### config.mk
export PLATFORM = sky130hd
export DESIGN_NAME = linkpm_seq
export DESIGN_NICKNAME = d
export VERILOG_FILES = /design/src/rtl/linkpm_pkg.sv /design/src/rtl/linkpm_sync.sv /design/src/rtl/linkpm_wake_det.sv /design/src/rtl/linkpm_mode_fsm.sv /design/src/rtl/linkpm_irq.sv /design/src/rtl/linkpm_seq.sv
export SDC_FILE = /design/constraint.sdc
export NUM_CORES = 1
export LEC_CHECK = 0
export BUFFER_PORTS_ARGS = -buffer_cell sky130_fd_sc_hd__buf_2
export CAP_MARGIN = 20
export CORE_AREA = 2 2 39 41
export DETAILED_ROUTE_END_ITERATION = 8
export DIE_AREA = 0 0 41 43
export SYNTH_ARGS = -nofsm -noshare
export SYNTH_HDL_FRONTEND = slang
export SYNTH_HIERARCHICAL = 1
export SYNTH_SLANG_ARGS = --single-unit
### constraint.sdc
create_clock -name clk -period 1 [get_ports clk]
set_input_delay 0.1 -clock clk [delete_from_list [all_inputs] [get_ports clk]]
set_output_delay 0.1 -clock clk [all_outputs]
set_load 0.05 [all_outputs]
### src/rtl/linkpm_pkg.sv
package linkpm_pkg;

  localparam int MODE_W = 2;

  typedef enum logic [MODE_W-1:0] {
    LPM_RESET = 2'b00,
    LPM_RUN   = 2'b01,
    LPM_WAIT  = 2'b10,
    LPM_STOP  = 2'b11
  } lpm_mode_e;

  // Both low-power modes share the upper code bit.
  function automatic logic is_low_power(input lpm_mode_e m);
    return m[MODE_W-1];
  endfunction

endpackage

### src/rtl/linkpm_sync.sv
// Multi-stage synchronizer with asynchronous clear to a chosen value.
module linkpm_sync #(
  parameter int   STAGES    = 2,
  parameter logic RESET_VAL = 1'b0
) (
  input  logic clk,
  input  logic rst_n,
  input  logic d_i,
  output logic q_o
);

  logic [STAGES-1:0] chain_q;

  generate
    for (genvar g = 0; g < STAGES; g++) begin : g_stage
      if (g == 0) begin : g_first
        always_ff @(posedge clk or negedge rst_n) begin
          if (!rst_n) chain_q[g] <= RESET_VAL;
          else        chain_q[g] <= d_i;
        end
      end else begin : g_next
        always_ff @(posedge clk or negedge rst_n) begin
          if (!rst_n) chain_q[g] <= RESET_VAL;
          else        chain_q[g] <= chain_q[g-1];
        end
      end
    end
  endgenerate

  assign q_o = chain_q[STAGES-1];

endmodule

### src/rtl/linkpm_wake_det.sv
// Detects a passive-to-active (0->1) change of the synchronized receive
// level, counted only once the detector has been armed by a full cycle
// of low-power mode.
module linkpm_wake_det (
  input  logic clk,
  input  logic rst_n,
  input  logic level_s_i,
  input  logic low_power_i,
  output logic rise_o
);

  logic armed_q, armed_d, armed_en;
  logic prev_q;

  always_comb begin
    armed_d  = low_power_i;
    armed_en = (armed_d != armed_q);
  end

  always_ff @(posedge clk or negedge rst_n) begin
    if (!rst_n) begin
      armed_q <= 1'b0;
    end else if (armed_en) begin
      armed_q <= armed_d;
    end
  end

  always_ff @(posedge clk or negedge rst_n) begin
    if (!rst_n) prev_q <= 1'b0;
    else        prev_q <= level_s_i;
  end

  assign rise_o = armed_q & low_power_i & level_s_i & ~prev_q;

endmodule

### src/rtl/linkpm_mode_fsm.sv
module linkpm_mode_fsm
  import linkpm_pkg::*;
(
  input  logic      clk,
  input  logic      rst_n,
  input  logic      src_reset_i,
  input  logic      cpu_wait_i,
  input  logic      cpu_stop_i,
  input  logic      wait_to_stop_i,
  input  logic      bus_rise_i,
  input  logic      eof_i,
  output lpm_mode_e mode_o,
  output logic      wake_o
);

  lpm_mode_e mode_q, mode_d;
  logic      mode_en;

  // Next-state process.
  always_comb begin
    mode_d = mode_q;
    wake_o = 1'b0;
    if (src_reset_i) begin
      mode_d = LPM_RESET;
    end else begin
      unique case (mode_q)
        LPM_RESET: mode_d = LPM_RUN;
        LPM_RUN: begin
          if (cpu_stop_i || (cpu_wait_i && wait_to_stop_i)) begin
            mode_d = LPM_STOP;
          end else if (cpu_wait_i) begin
            mode_d = LPM_WAIT;
          end
        end
        LPM_WAIT: begin
          if (bus_rise_i || eof_i) begin
            mode_d = LPM_RUN;
            wake_o = 1'b1;
          end
        end
        LPM_STOP: begin
          if (bus_rise_i) begin
            mode_d = LPM_RUN;
            wake_o = 1'b1;
          end
        end
        default: mode_d = LPM_RESET;
      endcase
    end
    mode_en = (mode_d != mode_q);
  end

  // Register process.
  always_ff @(posedge clk or negedge rst_n) begin
    if (!rst_n) begin
      mode_q <= LPM_RESET;
    end else if (mode_en) begin
      mode_q <= mode_d;
    end
  end

  assign mode_o = mode_q;

endmodule

### src/rtl/linkpm_irq.sv
// Sticky wake interrupt: a set wins over a clear, a flush wins over both.
module linkpm_irq (
  input  logic clk,
  input  logic rst_n,
  input  logic set_i,
  input  logic clr_i,
  input  logic flush_i,
  output logic irq_o
);

  logic irq_q, irq_d, irq_en;

  always_comb begin
    if (flush_i)      irq_d = 1'b0;
    else if (set_i)   irq_d = 1'b1;
    else if (clr_i)   irq_d = 1'b0;
    else              irq_d = irq_q;
    irq_en = (irq_d != irq_q);
  end

  always_ff @(posedge clk or negedge rst_n) begin
    if (!rst_n) begin
      irq_q <= 1'b0;
    end else if (irq_en) begin
      irq_q <= irq_d;
    end
  end

  assign irq_o = irq_q;

endmodule

### src/rtl/linkpm_seq.sv
module linkpm_seq
  import linkpm_pkg::*;
#(
  parameter int SYNC_STAGES = 2,
  parameter int RST_STAGES  = 2
) (
  input  logic              clk,
  input  logic              rst_n,
  input  logic              src_reset_i,
  input  logic              cpu_wait_i,
  input  logic              cpu_stop_i,
  input  logic              wait_to_stop_i,
  input  logic              rx_level_i,
  input  logic              eof_i,
  input  logic              irq_clr_i,
  output logic              clk_en_o,
  output logic              lp_req_o,
  output logic              wake_irq_o,
  output logic [MODE_W-1:0] mode_o
);

  logic      rst_sync_n;
  logic      rx_s;
  logic      bus_rise;
  logic      wake;
  lpm_mode_e mode;

  // Reset: asserted asynchronously, released on the clock.
  linkpm_sync #(.STAGES(RST_STAGES), .RESET_VAL(1'b0)) u_rst_sync (
    .clk   (clk),
    .rst_n (rst_n),
    .d_i   (1'b1),
    .q_o   (rst_sync_n)
  );

  linkpm_sync #(.STAGES(SYNC_STAGES), .RESET_VAL(1'b0)) u_rx_sync (
    .clk   (clk),
    .rst_n (rst_sync_n),
    .d_i   (rx_level_i),
    .q_o   (rx_s)
  );

  linkpm_wake_det u_wake_det (
    .clk         (clk),
    .rst_n       (rst_sync_n),
    .level_s_i   (rx_s),
    .low_power_i (is_low_power(mode)),
    .rise_o      (bus_rise)
  );

  linkpm_mode_fsm u_fsm (
    .clk            (clk),
    .rst_n          (rst_sync_n),
    .src_reset_i    (src_reset_i),
    .cpu_wait_i     (cpu_wait_i),
    .cpu_stop_i     (cpu_stop_i),
    .wait_to_stop_i (wait_to_stop_i),
    .bus_rise_i     (bus_rise),
    .eof_i          (eof_i),
    .mode_o         (mode),
    .wake_o         (wake)
  );

  linkpm_irq u_irq (
    .clk     (clk),
    .rst_n   (rst_sync_n),
    .set_i   (wake),
    .clr_i   (irq_clr_i),
    .flush_i (src_reset_i),
    .irq_o   (wake_irq_o)
  );

  assign clk_en_o = (mode != LPM_STOP);
  assign lp_req_o = (mode == LPM_STOP);
  assign mode_o   = mode;

endmodule

==> summary.txt <==
Clock tree
  • Total CTS buffers: 3
  • Clock sink count: 9
  • Largest buffer count on any clock path: 2
  • CTS tree: built
  • H-tree level count: 1
  • Clk_lat worst skew: 0.26 ns
  • Reg clk slew, reported paths: 0.07 ns
  • Root buffer cell: clkbuf_4

Timing
  • Final period utilization: 1.206
  • Final setup fails: 8
  • Final hold slack: 0.02292 ns
  • Unrepaired setup endpoints after global routing: true
  • Slew Limit Fails: 0
  • Final setup margin: -0.2060 ns
  • Hold Violations, Final: 0
  • Fmax: 829.2 MHz
  • Setup Skew: 0.003242 ns
  • Final worst path period need: 1.206 ns

Routing
  • Avg WL per Cell: 10.61 um
  • Initial drt markers: 0
  • Via density: 4.209
  • Vias post-DR: 282
  • DRC errors left: 0
  • Drt first pass iters: 1
  • ANT nets after route: 0
  • Routed wire length: 711 um

Hold path
  • Min-Delay Path Class: primary input to register
  • Hold Startpoint: src_reset_i

Floorplanning
  • # IOs: 14
  • CORE AREA: 0.001384 mm^2
  • Starting Density: 0.2649
  • Chip width: 41 um
  • # rows: 14
  • Die height: 43 um
  • Die area: 0.001763 mm^2

Layout
  • Most frequent cells in the layout: buf_2 (8), dfrtp_1 (8), clkbuf_4 (5)
  • Post-layout nets: 62
  • Final core occ: 0.4322
  • Inserted Diodes: 0
  • Share of post-route cells with drive strength above 1: 0.5686
  • Synth-to-layout area growth: 63.14%

Global route
  • Total gr overflow: 0
  • Largest net degree at the start of global routing: 8
  • Vias in the first global route: 278
  • Gr usage total: 0.1076
  • First-pass GRT wire length: 1.124 mm
  • Initial antenna violation count: 0

Yosys
  • Post-Syn Instances: 28
  • Syn. warnings: 6
  • Yosys cell types: 18
  • Area fraction of the dominant cell type after synthesis: 0.6143
  • FF+latch count, synth: 9
  • Top cell type by total area after synthesis: dfrtp_1
  • Sequential share of the synthesized area: 0.6143
  • Post-Syn Area per Cell: 13.09 um^2
  • Syn Nets: 38
  • Largest cells by area after synthesis: dfrtp_1 (61%), mux2_4 (4.1%), ha_1 (3.4%), nand2b_1 (3.4%), nor4bb_1 (2.7%)
  • Syn Std Cell Area: 366.6 um^2

Setup path
  • Kind of critical path: register to output pin
  • Worst r2r src: u_fsm/mode_o[1]
  • Crit path max fanout: 5
  • Worst EP arrival: 1.11 ns
  • Crit path launch type: register
  • Critical Path Start: u_fsm/mode_o[1]
  • CP Data Required Time: 0.90 ns
  • CP Capture Type: output pin

Run status
  • Violations in the final reports: setup timing
  • Run status: finished with violations

Placement
  • Routability cong.: 0.5988
  • Dpl hpwl: 526.4 um
  • IO buf count: 13

Job
  • Max Cap Violations: 0

Power
  • Power Dens Cells: 1645 mW/mm^2
  • Static Leakage: 0.2975 nW
  • Worst IR Drop VDD: 0.9297 mV
## cell type report
type                       count  area, um^2
clock buffer                   3       22.52
multi-input combinational     17       162.7
timing repair buffer          19       153.9
clock inverter                 1       5.005
tap                           16       20.02
inverter                       2       7.507
fill                         135       785.8
sequential                     9       226.5
## power by group
group	internal, mW	switching (mW)
combinational	0.153	0.109
sequential	0.399	0.0374
clock	0.148	0.137
## state kept, by name, indices dropped and copies added, names as in the netlist
name and flops:
u_wake_det/armed_q 1, u_rst_sync/chain_q 1, u_irq/irq_o 1, u_wake_det/prev_q 1, u_rx_sync/q_o 1, u_rx_sync/chain_q 1
u_rst_sync/q_o 1, u_fsm/mode_o 2
## metal layers
metal | part of all wire | track usage | up-vias | routed length, um
met5 | 0 | 0 | - | 0
met4 | 0.015 | 0.04000 | 0 | 11
met3 | 0.083 | 0.09424 | 2 | 59
met2 | 0.45 | 0.1469 | 11 | 322
met1 | 0.45 | 0.1167 | 129 | 318
li1 | - | - | 140 | -
## critical path, cell delays in order, from the launching register on
cell	delay [ns]
dfrtp_2	0.43
buf_6	0.14
and2_4	0.13
buf_8	0.14
## cell families (layout without fill, tap and decap cells)
| kind of cell | count (synthesis) | count (layout) | synth area share |
|---|---|---|---|
| adder cells (fa/ha/maj) | 1 | 1 | 0.03412 |
| multiplexers | 1 | 1 | 0.04094 |
| flip-flops | 9 | 9 | 0.6143 |
| AO/OA/AOI/OAI | 5 | 5 | 0.1092 |
| buffers and inverters | 2 | 25 | 0.02049 |
| other | 1 | 1 | 0.01023 |
| AND/OR/NAND/NOR | 9 | 9 | 0.1707 |
## synthesized netlist by cell type
library cell / instances
o21ba_1: 1
and3b_1: 1
mux2_4: 1
a211oi_1: 1
o32ai_1: 1
nor2b_1: 1
inv_1: 2
nand2_1: 1
a21oi_2: 1
ha_1: 1
nor4bb_1: 1
or2_2: 1
o21ai_0: 1
and2_1: 1
nand2b_1: 2
conb_1: 1
dfrtp_1: 9
nor4b_1: 1
## repair_timing
action                                  in CTS  in global routing
setup buffers                                2                  1
gates resized for setup                     10                  6
endpoints found under the setup margin       8                  9
hold buffers                                 2                  0
hold endpoints to repair                     3                  0
## through the flow
| step | instance area (um^2) | setup TNS, ns | total power, mW | setup WS (ns) | cells |
|---|---|---|---|---|---|
| floorplan | 387.9 | -1.480 | 0.5761 | -0.2953 | 28 |
| finish | 598.1 | -1.209 | 0.9839 | -0.2060 | 67 |
| global route | 598.1 | -1.558 | 1.047 | -0.2976 | 67 |
| global placement | 480.5 | -0.5360 | 0.6279 | -0.1571 | 58 |
| detailed placement | 480.5 | -0.6421 | 0.6334 | -0.2000 | 58 |
| CTS | 575.6 | -1.366 | 0.9663 | -0.2128 | 66 |
## final timing paths
path                                 endpoint  slack (ns)  depth (start not counted)
setup / recovery                     lp_req_o       -0.21                          3
hold / removal                    u_irq/irq_o        0.02                          2
setup reg to reg              u_fsm/mode_o[0]       -0.20                          4
hold reg to reg            u_wake_det/armed_q        0.12                          0
max in group asynchronous     u_fsm/mode_o[1]        0.62                          0
min in group asynchronous  u_wake_det/armed_q        0.12                          0
(Power assumes the default switching activity.)
